==> src/rtl/flashrsp_pkg.sv <==
package flashrsp_pkg;

    typedef enum logic [7:0] {
        OPC_READ   = 8'h03,
        OPC_WRDIS  = 8'h04,
        OPC_STATUS = 8'h05,
        OPC_WREN   = 8'h06,
        OPC_IDENT  = 8'h9F
    } opcode_e;

    localparam int POS_W   = 3;
    localparam int ADR_W   = 24;
    localparam int WEL_BIT = 1;

    typedef logic [POS_W-1:0] pos_t;
    typedef logic [ADR_W-1:0] adr_t;

    typedef struct packed {
        logic new_frame;
        logic exec;
    } frame_ev_t;

    function automatic logic [7:0] ident_byte(input pos_t p);
        case (p)
            3'd1:    return 8'h20;
            3'd2:    return 8'h40;
            3'd3:    return 8'h12;
            default: return 8'h00;
        endcase
    endfunction

endpackage

==> src/rtl/flashrsp_frame.sv <==
module flashrsp_frame
    import flashrsp_pkg::*;
(
    input  logic       clk,
    input  logic       rst,
    input  logic       valid,
    input  logic       hold,
    input  logic [7:0] byte_in,
    output frame_ev_t  ev,
    output logic [7:0] opcode,
    output logic       hold_q
);

    always_comb begin
        ev.new_frame = valid && hold && !hold_q;
        ev.exec      = valid && !ev.new_frame;
    end

    always_ff @(posedge clk) begin
        if (rst) begin
            hold_q <= 1'b0;
            opcode <= 8'h00;
        end else if (ev.new_frame) begin
            hold_q <= 1'b1;
            opcode <= byte_in;
        end else if (valid && !hold) begin
            hold_q <= 1'b0;
        end
    end

    // a byte with hold low closes the frame.
    assert_hold_drop_R9: assert property (@(posedge clk) disable iff (rst)
        (valid && !hold) |=> !hold_q);

    // the opcode register follows the byte that opened the frame.
    assert_opcode_latch_R1: assert property (@(posedge clk) disable iff (rst)
        ev.new_frame |=> (opcode == $past(byte_in)));

endmodule

==> src/rtl/flashrsp_store.sv <==
module flashrsp_store
    import flashrsp_pkg::*;
#(
    parameter int MEM_BYTES = 64,
    localparam int IDX_W = (MEM_BYTES > 1) ? $clog2(MEM_BYTES) : 1
) (
    input  logic             clk,
    input  logic             load_en,
    input  logic [IDX_W-1:0] load_idx,
    input  logic [7:0]       load_data,
    input  adr_t             rd_addr,
    output logic [7:0]       rd_data,
    output logic             rd_in_range
);

    logic [7:0] mem [MEM_BYTES];

    always_ff @(posedge clk) begin
        if (load_en && (int'(load_idx) < MEM_BYTES))
            mem[load_idx] <= load_data;
    end

    always_comb begin
        rd_in_range = (rd_addr < ADR_W'(MEM_BYTES));
        rd_data     = rd_in_range ? mem[rd_addr[IDX_W-1:0]] : 8'h00;
    end

endmodule

==> src/rtl/flash_cmd_responder.sv <==
module flash_cmd_responder
    import flashrsp_pkg::*;
#(
    parameter int MEM_BYTES = 64,
    localparam int IDX_W = (MEM_BYTES > 1) ? $clog2(MEM_BYTES) : 1
) (
    input  logic             clk,
    input  logic             rst,
    input  logic             xfer_valid,
    input  logic [7:0]       xfer_byte,
    input  logic             xfer_hold,
    output logic [7:0]       rsp_byte,
    output logic             unknown_op,
    input  logic             load_en,
    input  logic [IDX_W-1:0] load_idx,
    input  logic [7:0]       load_data
);

    frame_ev_t  ev;
    logic [7:0] opcode;
    logic       hold_q;
    adr_t       addr;
    pos_t       pos;
    logic [7:0] status;
    logic [7:0] mem_byte;
    logic       mem_ok;

    flashrsp_frame u_frame (
        .clk     (clk),
        .rst     (rst),
        .valid   (xfer_valid),
        .hold    (xfer_hold),
        .byte_in (xfer_byte),
        .ev      (ev),
        .opcode  (opcode),
        .hold_q  (hold_q)
    );

    flashrsp_store #(.MEM_BYTES(MEM_BYTES)) u_store (
        .clk         (clk),
        .load_en     (load_en),
        .load_idx    (load_idx),
        .load_data   (load_data),
        .rd_addr     (addr),
        .rd_data     (mem_byte),
        .rd_in_range (mem_ok)
    );

    function automatic pos_t pos_step(input pos_t p);
        return (p >= pos_t'(4)) ? p : p + pos_t'(1);
    endfunction

    always_ff @(posedge clk) begin
        if (rst) begin
            rsp_byte   <= 8'h00;
            unknown_op <= 1'b0;
            addr       <= '0;
            pos        <= '0;
            status     <= 8'h00;
        end else if (ev.new_frame) begin
            rsp_byte   <= 8'h00;
            unknown_op <= 1'b0;
            addr       <= '0;
            pos        <= pos_t'(1);
        end else if (ev.exec) begin
            case (opcode)
                OPC_READ: begin
                    if (pos < pos_t'(4)) begin
                        addr     <= {addr[ADR_W-9:0], xfer_byte};
                        rsp_byte <= 8'h00;
                    end else begin
                        rsp_byte <= mem_byte;
                        addr     <= addr + adr_t'(1);
                    end
                    pos <= pos_step(pos);
                end
                OPC_WRDIS: begin
                    status[WEL_BIT] <= 1'b0;
                    rsp_byte        <= 8'h00;
                end
                OPC_STATUS: rsp_byte <= status;
                OPC_WREN: begin
                    status[WEL_BIT] <= 1'b1;
                    rsp_byte        <= 8'h00;
                end
                OPC_IDENT: begin
                    rsp_byte <= ident_byte(pos);
                    pos      <= pos_step(pos);
                end
                default: unknown_op <= 1'b1;
            endcase
        end
    end

    // opening a frame clears the response.
    assert_open_clears_R1: assert property (@(posedge clk) disable iff (rst)
        ev.new_frame |=> (rsp_byte == 8'h00));

    // an out-of-range storage read answers zero.
    assert_oob_zero_R4: assert property (@(posedge clk) disable iff (rst)
        (ev.exec && opcode == OPC_READ && pos >= pos_t'(4) && !mem_ok)
        |=> (rsp_byte == 8'h00));

    // write enable leaves the latch set.
    assert_wel_set_R6: assert property (@(posedge clk) disable iff (rst)
        (ev.exec && opcode == OPC_WREN) |=> status[WEL_BIT]);

    // only the write-enable bit can ever be set.
    assert_status_bits_R6: assert property (@(posedge clk) disable iff (rst)
        (status & ~8'h02) == 8'h00);

    // an unsupported opcode does not disturb the response.
    assert_unknown_stable_R11: assert property (@(posedge clk) disable iff (rst)
        (ev.exec && opcode != OPC_READ && opcode != OPC_WRDIS &&
         opcode != OPC_STATUS && opcode != OPC_WREN && opcode != OPC_IDENT)
        |=> ($stable(rsp_byte) && unknown_op));

    // hold state tracked by the framer is unused here beyond checks.
    assert_frame_open_R9: assert property (@(posedge clk) disable iff (rst)
        ev.new_frame |=> hold_q);

endmodule

==> config.mk <==
export PLATFORM = sky130hd
export DESIGN_NAME = flash_cmd_responder
export DESIGN_NICKNAME = d
export VERILOG_FILES = /design/src/rtl/flashrsp_pkg.sv /design/src/rtl/flashrsp_frame.sv /design/src/rtl/flashrsp_store.sv /design/src/rtl/flash_cmd_responder.sv
export SDC_FILE = /design/constraint.sdc
export NUM_CORES = 1
export LEC_CHECK = 0
export BUFFER_PORTS_ARGS = -buffer_cell sky130_fd_sc_hd__buf_4
export CORE_MARGIN = 3
export CORE_UTILIZATION = 25
export CTS_BUF_LIST = sky130_fd_sc_hd__clkbuf_4 sky130_fd_sc_hd__clkbuf_8
export DETAILED_ROUTE_END_ITERATION = 8
export PLACE_DENSITY = 0.39
export SLEW_MARGIN = 20
export SYNTH_ARGS = -nofsm -noshare
export SYNTH_HDL_FRONTEND = slang
export SYNTH_SLANG_ARGS = --single-unit
==> constraint.sdc <==
create_clock -name clk -period 3.6 [get_ports clk]
set_input_delay 0.54 -clock clk [delete_from_list [all_inputs] [get_ports clk]]
set_output_delay 0.54 -clock clk [all_outputs]
set_load 0.005 [all_outputs]
== Word level (Yosys, flattened, before mapping) ==
Memories as Yosys holds them, arrays and structs flattened. A register that Yosys moved wholly into a read port is not among the register bits.
Index checks and enable logic that the tools add are counted.

* Add/subtract/negate cells: 2
* $lt $le $gt $ge: 3
* Eq/ne operators: 9
* Multiplexer cells: 16
* Bitwise operators: 3
* Reduce and logical (&&, ||, !) cells: 22

{| class="wikitable"
|+ Operators with widths
! kind !! number
|-
| 8-bit one-hot mux with 4 select lines || 1
|-
| 24-bit by 1-bit adder with 24-bit output, second input constant || 1
|-
| 8-bit by 3-bit == test with 1-bit output, second input constant || 3
|-
| 24-bit by 7-bit < comparator with 1-bit output, second input constant || 1
|-
| 24-bit 2-to-1 mux || 1
|-
| 7-bit one-hot mux with 3 select lines || 1
|-
| 8-bit 2-to-1 mux || 2
|-
| 6-bit 2-to-1 mux || 2
|-
| 3-bit AND reduction || 3
|-
| 8-bit by 2-bit == test with 1-bit output, second input constant || 1
|-
| 8-bit == test, second input constant || 1
|-
| 1-bit 2-to-1 mux || 8
|-
| 2-bit nonzero test || 4
|-
| 3-bit by 2-bit == test with 1-bit output, second input constant || 2
|-
| 2-bit AND reduction || 3
|-
| 2-bit OR reduction || 3
|-
| 5-bit OR reduction || 1
|-
| 1-bit logical AND || 4
|-
| 4-bit nonzero test || 1
|-
| 3-bit by 1-bit adder with 3-bit output, second input constant || 1
|-
| 3-bit by 1-bit == test with 1-bit output, second input constant || 1
|-
| 3-bit >= comparator, second input constant || 1
|-
| 1-bit logical NOT || 3
|-
| 3-bit < comparator, second input constant || 1
|-
| other kinds (3) || 5
|}

* Register bits after elaboration: 46
* Bits in writable memories: 512
* Output and inout port bits: 9
* Word-level logic and storage cells: 64
* Memories kept: 1

{| class="wikitable"
|+ Memories
! name !! depth !! bits a word !! read ports !! clocked after memory_dff !! write ports !! line !! RTL
|-
| u_store.mem || 64 || 8 || 1 || 1 || 1 || flashrsp_store.sv:16 || <nowiki>logic [7:0] mem [MEM_BYTES];</nowiki>
|}

== Longest topological paths before layout ==
Gate-level depths: netlist (run 1).

* Word-level depth: 7
* Gate-level depth with buffers: 11
* Depth with buffers taken out: 8

== Hierarchy ==
Synthesis (run 1) repeated with hierarchy kept, for this count alone.

* Cell total of the unflattened synthesis: 1,326
* Area total of the unflattened synthesis: 23,311.1 sq um

{| class="wikitable"
|+ Modules (own cells, without submodules)
! module !! times used !! cells an instance !! area each (sq um) !! sequential area each (sq um)
|-
| flashrsp_store || 1 || 961 || 20,402.1 || 15,374.7
|-
| flash_cmd_responder || 1 || 325 || 2,499.9 || 740.7
|-
| flashrsp_frame || 1 || 40 || 409.1 || 180.2
|}

== Worst setup path after synthesis (run 1) ==
Ideal clock, no wire load.

* Path type: input-to-reg
* Start point: input load_idx[5]
* End point: memory u_store.mem[48][0] (enable)
* Arrival: 1.808 ns
* Setup slack: 1.408 ns
* Cell stages on the path: 4
* Buffers on the path: 1
* Path through: clkbuf_1 -> nand3_1 -> or3_1 -> nor3_1

{| class="wikitable"
|+ RTL lines
! element !! line !! RTL
|-
| from (decl) || flash_cmd_responder.sv:15 || <nowiki>input logic [IDX_W-1:0] load_idx,</nowiki>
|-
| to (decl) || flashrsp_store.sv:16 ||
|}

No word-level cell before the write port.

==> results_dict.tcl, run 1 <==
set metrics [dict create \
    finish.cell_count_without_fillers 2726 \
    cts_buffers 98 \
    cts-htree-levels 3 \
    ioPinCount 36 \
    multiInputGateArea_um2 5880 \
    place_ws_ps 590 \
    grt_overflow_total 0 \
    synth_async_sr_flop_share_pct 0 \
    run_status "completed" \
    power.density_cell_area_nw_per_um2 494 \
    violation_count_after_the_first_detailed_route_iteration 900 \
    fmaxAchievable_mhz 335 \
    number_of_placed_cells_counting_well_taps 2539 \
    ys.flop_type "sky130_fd_sc_hd__edfxtp_1" \
    timing_hold_violations_final 0 \
    num_rows 109 \
    routed_wirelength_mm 65.0 \
    synth_cells 1327 \
    drive_gt1_share_pct 25.5 \
    kind_of_start_point_of_the_critical_path "flop" \
    crit_path_setup_slack_layout_ps 617 \
    routabilityCongestion 0.776 \
    ir_drop_mv 0.304 \
    critical_path.cell_chain "buf_4, mux4_2, a22o_1, o21ai_0, o2111ai_1, nand3_1, a21oi_1" \
    dp_hpwl_mm 40.7 \
    port-buffer-count 35 \
    synth.distinct_cells 56 \
    worst_ep_required_time_ps 4190 \
    total_die_area_um2 94600 \
    setup_viol_count_final 0 \
    starting_density_of_the_core_pct 25.5 \
    grt_setup_unrepaired "false" \
    clockRootBuffer "sky130_fd_sc_hd__clkbuf_8" \
    num_vias 12700 \
    synthesis.yosys.warnings 0 \
    cts_hold_repair.buffers 0 \
    fin_skew_ps 45.9 \
    width_of_the_die_um 308 \
    fill_cells 8765 \
    hold_class "primary input to flop" \
    die_h_um 308 \
    area.sequential_um2 16400 \
    critical-path-max-stage-delay_ps 690 \
    post_drt_wl_per_cell_um 23.9 \
    timing.critical_path.arrival_ps 3570 \
    path_max_fanout 24 \
    postCtsSetupRepairBufs 0 \
    floorplan.core_area_um2 89300 \
    postRouteAntennaNets 0 \
    cts-root-to-sink-buffers 3 \
    power.static_leakage_nw 8.14 \
    yosysSeqAreaShare_pct 72.2 \
    worst_path_max_delay_cell "sky130_fd_sc_hd__dfxtp_4" \
    total_power_w 0.0132 \
    relative_slew_margins_pct 23.5 \
    cts_repair_resize_count 0 \
    layout-area-overhead-vs-synth_pct 17.6 \
    drt_drc_violations_left 0 \
    grt_first_pass_wirelength_mm 94.9 \
    max-cap-violations 0 \
    route.detailed.vias_per_inst 4.65 \
    grt_antenna_before_repair 1 \
    fin_crit_sh_pct 82.9 \
    path_class "flop to flop" \
    tightestPinTransition_ps 1140 \
    clkLatencyLatePin_ps 700 \
    timing.final.crit_period_ps 2980 \
    tritoncts_num_sinks 564 \
    fin_tns_setup_ps 0 \
    clock_tree_from_tritoncts "built" \
    ys_seq_elements 564 \
    mostFrequentLayoutCells "sky130_fd_sc_hd__edfxtp_1, sky130_fd_sc_hd__buf_4, sky130_fd_sc_hd__mux2i_1, sky130_fd_sc_hd__nor2_1, sky130_fd_sc_hd__clkbuf_8" \
    count_of_nets_after_finishing 1506 \
    synth_enable_flop_cells 512 \
    clk_transition_reported_paths_ps 60 \
    netlist_area_um2 22700 \
    critPathCaptureType "flop" \
    synthesis.nets 1359 \
    maximum_number_of_pins_on_one_net_before_global_route_repair 65 \
    detailedRoute.firstPassIterationCount 5 \
    grt_util_all_layers_pct 13.7 \
    synth_area_per_cell_um2 17.1 \
    final_count_of_pins_violating_max_slew 0 \
    first_global_vias 13200 \
    layout_commonest_cell "sky130_fd_sc_hd__edfxtp_1" \
]
sequential cells by signal (all words and copies together) (netlist names), named ones only:
signal / flops
addr: 24
u_store.mem: 512
unknown_op: 1
pos: 3
status: 1
rsp_byte: 8
u_frame.opcode: 8
u_frame.hold_q: 1
Yosys cell counts, drive strengths merged, types with 16 or more instances:
cell | number | area [um2]
a211oi | 24 | 205
buf | 44 | 279
a22o | 16 | 140
a21oi | 36 | 180
nand4 | 16 | 106
a22oi | 29 | 218
mux4 | 88 | 1980
edfxtp | 512 | 15400
dfxtp | 52 | 1040
clkbuf | 35 | 131
nor2b | 16 | 100
nand2 | 59 | 221
o21ai | 42 | 210
mux2i | 106 | 1060
nand3 | 25 | 125
nor2 | 99 | 379
through the flow:
| step | hold WS [ps] | utilization [%] | area [um2] |
|---|---|---|---|
| 6_report | 102 | 29.9 | 26700 |
| 5_1_grt | 66.8 | 29.9 | 26700 |
| 4_1_cts | 44.4 | 29.9 | 26700 |
| 3_5_place_dp | 508 | 27.8 | 24800 |
| 3_3_place_gp | 477 | 27.8 | 24800 |
| 2_1_floorplan | 448 | - | 22700 |
final timing paths:
kind                     start                 to  slack [ps]  cells past startpoint
hold reg to reg     unknown_op         unknown_op         520                      2
setup / recovery          flop        rsp_byte[6]         620                      7
hold / removal    xfer_byte[0]  u_frame.opcode[0]         100                      3
setup reg to reg          flop        rsp_byte[6]         620                      7
final cells by class:
class / instances / share of cell area [%]
tap: 1165 / 5.45
clock buffer: 129 / 5.92
multi-input combinational: 675 / 22.0
timing repair buffer: 126 / 3.82
clock inverter: 57 / 1.22
sequential: 564 / 61.5
inverter: 9 / 0.126
antenna: 1 / 0.00936
cell families after synthesis:
| family | after synthesis | synth area share [%] |
|---|---|---|
| AOI/OAI and AO/OA | 193 | 5.83 |
| xor gates and xnor gates | 1 | 0.0385 |
| adders and majority gates | 5 | 0.275 |
| buffers and inverters | 88 | 1.95 |
| DFF | 564 | 72.2 |
| muxes | 203 | 13.8 |
| and+or+nand+nor | 273 | 5.87 |
power by group:
part / total (W) / internal (W) / switching, W
clock: 0.00571 / 0.00298 / 0.00273
sequential: 0.00720 / 0.00718 / 0.0000175
combinational: 0.000281 / 0.0000673 / 0.000213
critical path: cells and delay by family, from the launching register on:
family | cells | cell delay (ps)
DFF | 1 | 690
muxes | 1 | 550
and+or+nand+nor | 1 | 170
AOI/OAI and AO/OA | 4 | 1020
buffers and inverters | 1 | 400
per-layer routing:
layer | GRT usage (%) | vias up | part of all wire [%]
li1 | - | 5649 | -
met1 | 19.0 | 6662 | 46
met2 | 22.1 | 265 | 48
met3 | 2.39 | 110 | 3.7
met4 | 3.96 | 0 | 2.4
met5 | 0 | - | 0
Note: power is estimated with default switching activity, not from simulation.
==> inputs of run 2 (changes only) <==
Settings changed: PLACE_DENSITY 0.39 to 0.4.
Clock period 3.6 ns to 2.65 ns, I/O delays scaled along.
==> results_dict.tcl, run 2 (synthesized netlist as in run 1, its figures left out) <==
set metrics [dict create \
    grt_util_all_layers_pct 13.9 \
    clock_tree_from_tritoncts "built" \
    clkLatencyLatePin_ps 700 \
    detailedRoute.firstPassIterationCount 5 \
    fin_crit_sh_pct 95.2 \
    power.density_cell_area_nw_per_um2 654 \
    total_die_area_um2 94600 \
    cts-root-to-sink-buffers 3 \
    route.detailed.vias_per_inst 4.63 \
    width_of_the_die_um 308 \
    die_h_um 308 \
    timing.critical_path.arrival_ps 3110 \
    critical_path.cell_chain "buf_12, buf_16, mux4_2, mux2_2, o21ai_0, o2111ai_1, nand4_1, a21oi_1" \
    num_rows 109 \
    grt_overflow_total 0 \
    port-buffer-count 35 \
    cts_buffers 99 \
    num_vias 13000 \
    max-cap-violations 0 \
    critical-path-max-stage-delay_ps 540 \
    fin_skew_ps 36.8 \
    drive_gt1_share_pct 28.6 \
    power_frac_seq_pct 54.2 \
    clockRootBuffer "sky130_fd_sc_hd__clkbuf_8" \
    switching_share_pct 21.8 \
    power_frac_clock_pct 43.5 \
    starting_density_of_the_core_pct 25.5 \
    timing_hold_violations_final 0 \
    flip_flop_count_of_the_largest_register_after_layout 512 \
    path_class "flop to flop" \
    clk_transition_reported_paths_ps 60 \
    tritoncts_num_sinks 564 \
    worst_ep_required_time_ps 3240 \
    worst_path_max_delay_cell "sky130_fd_sc_hd__mux4_2" \
    ir_drop_mv 0.380 \
    kind_of_start_point_of_the_critical_path "flop" \
    tightestPinTransition_ps 847 \
    relative_slew_margins_pct 43.6 \
    critPathCaptureType "flop" \
    routed_wirelength_mm 66.3 \
    endpoint_of_the_worst_register_to_register_path "rsp_byte[2]" \
    violation_count_after_the_first_detailed_route_iteration 938 \
    grt_antenna_before_repair 2 \
    timing.final.crit_period_ps 2520 \
    dp_hpwl_mm 41.9 \
    postLayoutCellArea_um2 27600 \
    setup_viol_count_final 0 \
    min_delay_path_depth 3 \
    crit_path_setup_slack_layout_ps 126 \
    layout-area-overhead-vs-synth_pct 21.3 \
    ioPinCount 36 \
    p_switching_w 0.00393 \
    maximum_number_of_pins_on_one_net_before_global_route_repair 65 \
    top_register "u_store.mem" \
    fill_cells 8726 \
    endpoint_with_the_worst_hold_slack "pos[1]" \
    run_status "completed" \
    grt_first_pass_wirelength_mm 95.9 \
    hold_start "xfer_valid" \
    layout_commonest_cell "sky130_fd_sc_hd__edfxtp_1" \
    place_ws_ps -12.0 \
    timing.reg2reg.worst_path_depth 8 \
    hold-worst-slack_ps 213 \
    hold_class "primary input to flop" \
    power.static_leakage_nw 8.59 \
    reg2reg_setup_slack_ps 130 \
    share_of_power_burned_in_combinational_logic_pct 2.3 \
    grt_setup_unrepaired "false" \
    count_of_nets_after_finishing 1590 \
    mostFrequentLayoutCells "sky130_fd_sc_hd__edfxtp_1, sky130_fd_sc_hd__buf_4, sky130_fd_sc_hd__mux2i_1, sky130_fd_sc_hd__clkbuf_8, sky130_fd_sc_hd__nor2_1" \
    floorplan.core_area_um2 89300 \
    post_drt_wl_per_cell_um 23.7 \
    drt_drc_violations_left 0 \
    path_max_fanout 20 \
    fmaxAchievable_mhz 396 \
    final_count_of_pins_violating_max_slew 0 \
    largest_registers "u_store.mem (512), addr (24)" \
    routabilityCongestion 0.776 \
    first_global_vias 13400 \
    postRouteAntennaNets 0 \
    placed_cell_area_um2 25400 \
    cts-htree-levels 3 \
    power_report.internal_total_w 0.0141 \
]
==> run 2: power by group through the flow <==
stage                     combinational (W)  clock, W  sequential (W)
after detailed placement           0.000405         0         0.00997
after floorplan                    0.000125         0         0.00996
after CTS                          0.000430   0.00813         0.00979
after global routing               0.000455   0.00854         0.00978
final                              0.000415   0.00784         0.00979
after global placement             0.000398         0         0.00997
==> run 2: metal layers <==
layer / global-route usage (%) / wire (um)
met1: 19.4 / 30600
met5: 0 / 0
met2: 22.6 / 31900
met4: 3.07 / 1120
met3: 2.79 / 2640
==> run 2: area by class of cell <==
cell class	instances	area (um2)	share of cell area, %
clock buffers	138	1700	6.16
inverters	9	33.8	0.123
well taps	1165	1460	5.29
multi-input cells	675	5900	21.4
repair buffers	209	1830	6.63
flip-flops and latches	564	16400	59.6
clock inverters	38	226	0.821
diodes	2	5.00	0.0182
==> run 2: worst max-delay path by stage <==
stage	cells after the start	end	slack, ps
3_3_place_gp	8	rsp_byte[1]	10
2_1_floorplan	8	rsp_byte[1]	600
3_5_place_dp	8	rsp_byte[1]	-10
6_report	8	rsp_byte[2]	130
5_1_grt	8	rsp_byte[4]	7
4_1_cts	8	rsp_byte[4]	70
==> run 2: critical path, delay by kind of cell (launching register included) <==
kind                   cells  cell delay, ps
DFF                        1             440
buffers and inverters      2             430
muxes                      2             880
and+or+nand+nor            1             170
AOI/OAI and AO/OA          3             460
==> run 2: per-stage QoR <==
step | utilization (%) | setup TNS (ps) | total power (W) | cells
final | 30.9 | 0 | 0.0180 | 2800
after global routing | 30.9 | 0 | 0.0188 | 2799
after CTS | 30.8 | 0 | 0.0183 | 2796
after detailed placement | 28.4 | -12.0 | 0.0104 | 2600
after global placement | 28.4 | 0 | 0.0104 | 2600
after floorplan | - | 0 | 0.0101 | 1327
==> run 2: repair_timing <==
item | in CTS | in global routing
cloned | 0 | 1
endpoints found under the hold margin | 11 | 0
setup buffers | 0 | 1
gates resized for setup | 1 | 2
setup endpoints to repair | 1 | 4
pin swaps | 0 | 1
hold buffers | 20 | 0
==> inputs of run 3 (changes only) <==
Settings changed: ABC_AREA set to 1.
==> results_dict.tcl, run 3 <==
set metrics [dict create \
    maximum_number_of_pins_on_one_net_before_global_route_repair 99 \
    violation_count_after_the_first_detailed_route_iteration 1337 \
    dp_hpwl_mm 45.8 \
    width_of_the_die_um 323 \
    grt_first_pass_wirelength_mm 113 \
    grt_antenna_before_repair 1 \
    power.static_leakage_nw 11.9 \
    final_count_of_pins_violating_max_slew 0 \
    timing.reg2reg.worst_path_depth 11 \
    path_class "flop to flop" \
    num_vias 18000 \
    critical-path-max-stage-delay_ps 420 \
    fin_crit_sh_pct 92.2 \
    layout_commonest_cell "sky130_fd_sc_hd__nand2_1" \
    p_switching_w 0.00415 \
    mostFrequentLayoutCells "sky130_fd_sc_hd__nand2_1, sky130_fd_sc_hd__edfxtp_1, sky130_fd_sc_hd__nand3_1, sky130_fd_sc_hd__inv_1, sky130_fd_sc_hd__buf_4" \
    routed_wirelength_mm 74.4 \
    worst_ep_required_time_ps 3190 \
    clk_transition_reported_paths_ps 60 \
    fmaxAchievable_mhz 409 \
    cts-root-to-sink-buffers 3 \
    count_of_nets_after_finishing 2749 \
    clockRootBuffer "sky130_fd_sc_hd__clkbuf_8" \
    grt_setup_unrepaired "false" \
    synth_enable_flop_cells 512 \
    fill_cells 10400 \
    post_synth_main_area_contributors "sky130_fd_sc_hd__edfxtp_1, sky130_fd_sc_hd__nand2_1, sky130_fd_sc_hd__nand3_1" \
    share_of_power_burned_in_combinational_logic_pct 2.9 \
    path_max_fanout 98 \
    setup_viol_count_final 0 \
    netlist_area_um2 25100 \
    timing_hold_violations_final 0 \
    switching_share_pct 22.5 \
    floorplan.core_area_um2 99000 \
    power_report.internal_total_w 0.0143 \
    port-buffer-count 35 \
    most_numerous_cell_on_the_critical_path "sky130_fd_sc_hd__nand3_1" \
    synth.largest_area_cell "sky130_fd_sc_hd__edfxtp_1" \
    first_global_vias 18100 \
    synth_cells 2574 \
    timing.final.crit_period_ps 2440 \
    postRouteAntennaNets 0 \
    hold_start "xfer_byte[0]" \
    power_frac_seq_pct 53.1 \
    tightestPinTransition_ps 881 \
    top_register "u_store.mem" \
    flip_flop_count_of_the_largest_register_after_layout 512 \
    worst_path_max_delay_cell "sky130_fd_sc_hd__buf_16" \
    run_status "completed" \
    cts-htree-levels 3 \
    grt_util_all_layers_pct 14.3 \
    drt_drc_violations_left 0 \
    ys.flop_type "sky130_fd_sc_hd__edfxtp_1" \
    reg2reg_setup_slack_ps 210 \
    critPathCaptureType "flop" \
    min_delay_path_depth 4 \
    crit_buf_inv 2 \
    tritoncts_num_sinks 564 \
    synth.distinct_cells 42 \
    drive_gt1_share_pct 12.7 \
    starting_density_of_the_core_pct 25.4 \
    route.detailed.vias_per_inst 4.42 \
    relative_slew_margins_pct 41.2 \
    yosysSeqAreaShare_pct 65.4 \
    synthesis.nets 2606 \
    ioPinCount 36 \
    clkLatencyLatePin_ps 730 \
    num_rows 115 \
    cts_buffers 102 \
    ys_seq_elements 564 \
    synthesis.yosys.warnings 0 \
    power_frac_clock_pct 44.1 \
    routabilityCongestion 0.828 \
    largest_registers "u_store.mem (512), addr (24)" \
    yosys.area.top_type_share_pct 61.2 \
    detailedRoute.firstPassIterationCount 5 \
    clock_tree_from_tritoncts "built" \
    ir_drop_mv 0.350 \
    commonest_cells_post_synth "sky130_fd_sc_hd__nand2_1, sky130_fd_sc_hd__edfxtp_1, sky130_fd_sc_hd__nand3_1, sky130_fd_sc_hd__inv_1, sky130_fd_sc_hd__nor2_1" \
    die_h_um 323 \
    fin_skew_ps 51.1 \
    power.density_cell_area_nw_per_um2 623 \
    post_drt_wl_per_cell_um 18.2 \
    synth_most_common_cell "sky130_fd_sc_hd__nand2_1" \
    grt_overflow_total 0 \
    critical_path.cell_chain "buf_12, buf_16, nand2_1, nand3_1, nand2_1, nand2_1, nand3_1, nand3_1, nand3_1, nand3_1, a21oi_1" \
    fin_tns_setup_ps 0 \
    timing.critical_path.max_delay_family "simple AND/OR/NAND/NOR gates" \
    total_power_w 0.0184 \
    total_die_area_um2 104000 \
    endpoint_of_the_worst_register_to_register_path "rsp_byte[2]" \
    hold_class "primary input to flop" \
    synth_async_sr_flop_share_pct 0 \
    max-cap-violations 0 \
    synth_area_per_cell_um2 9.76 \
    layout-area-overhead-vs-synth_pct 17.8 \
    kind_of_start_point_of_the_critical_path "flop" \
    timing.critical_path.arrival_ps 2980 \
]
==> run 3: cell types whose count changed after synthesis, sizes merged, moves of 29 or more <==
cell	before	now
nand2	59	756
inv	9	393
mux2i	106	0
a22oi	29	0
mux4	88	0
buf	44	93
nand3	25	452
==> run 3: how the worst max path moves through the flow <==
stage	endpoint	slack [ps]	cells past startpoint
floorplan	u_store.mem[48][0]	490	3
global placement	rsp_byte[2]	260	11
detailed placement	rsp_byte[4]	230	11
CTS	rsp_byte[2]	160	11
global route	rsp_byte[0]	30	11
finish	rsp_byte[2]	210	11
==> run 3: per-layer routing <==
| layer | up-vias | GRT usage (%) | routed length (um) | part of all wire (%) |
|---|---|---|---|---|
| li1 | 8759 | - | - | - |
| met1 | 8738 | 19.0 | 33700 | 45 |
| met2 | 390 | 23.3 | 34600 | 46 |
| met3 | 152 | 2.37 | 3120 | 4.2 |
| met4 | 0 | 5.79 | 2990 | 4.0 |
| met5 | - | 0 | 0 | 0 |
==> run 3: cells by family (layout without fill, tap and decap cells) <==
logic type / count (synthesis) / in the layout / share of synthesized area (%)
simple gates: 1382 / 1382 / 23.6
other cells: 0 / 1 / 0
buf+inv: 523 / 745 / 8.45
fa+ha+maj: 5 / 5 / 0.249
compound gates: 97 / 97 / 2.25
flops: 564 / 564 / 65.4
xor+xnor: 3 / 3 / 0.105
==> run 3: per-stage QoR <==
stage	instances	cell area [um2]	util (%)	setup WS (ps)	hold WS, ps
after CTS	4083	29600	29.9	155	60.5
after floorplan	2574	25100	-	486	451
after detailed placement	3888	27500	27.7	226	471
after global placement	3888	27500	27.7	260	463
after global routing	4084	29600	29.9	32.8	84.4
final	4084	29600	29.9	206	127
==> run 3: area by class of cell <==
class                           instances  area (um2)  share of cell area (%)
Clock buffer                          139        1710                    5.77
Antenna cell                            1        2.50                 0.00846
Tap cell                             1287        1610                    5.44
Sequential cell                       564       16400                    55.5
Timing Repair Buffer                  168        1490                    5.02
Multi-Input combinational cell       1487        6580                    22.2
Clock inverter                         44         288                   0.973
Inverter                              394        1490                    5.02
==> run 3: worst min-delay path: stages <==
cell                      delay (ps)
sky130_fd_sc_hd__buf_4           120
sky130_fd_sc_hd__nand2_1          60
sky130_fd_sc_hd__a31oi_1          80
sky130_fd_sc_hd__buf_4           150
==> run 3: power by group through the flow <==
stage / clock, W / sequential [W] / combinational (W)
2_1_floorplan: 0 / 0.00997 / 0.000175
3_3_place_gp: 0 / 0.00997 / 0.000523
3_5_place_dp: 0 / 0.00997 / 0.000526
4_1_cts: 0.00844 / 0.00979 / 0.000542
5_1_grt: 0.00884 / 0.00979 / 0.000579
6_report: 0.00813 / 0.00979 / 0.000526
==> run 3: timing repair <==
| action | in CTS | in global routing |
|---|---|---|
| resized for setup | 0 | 1 |
| hold buffers | 12 | 0 |
| hold endpoints to repair | 14 | 0 |
| setup endpoints to repair | 0 | 2 |
| setup buffers | 0 | 0 |
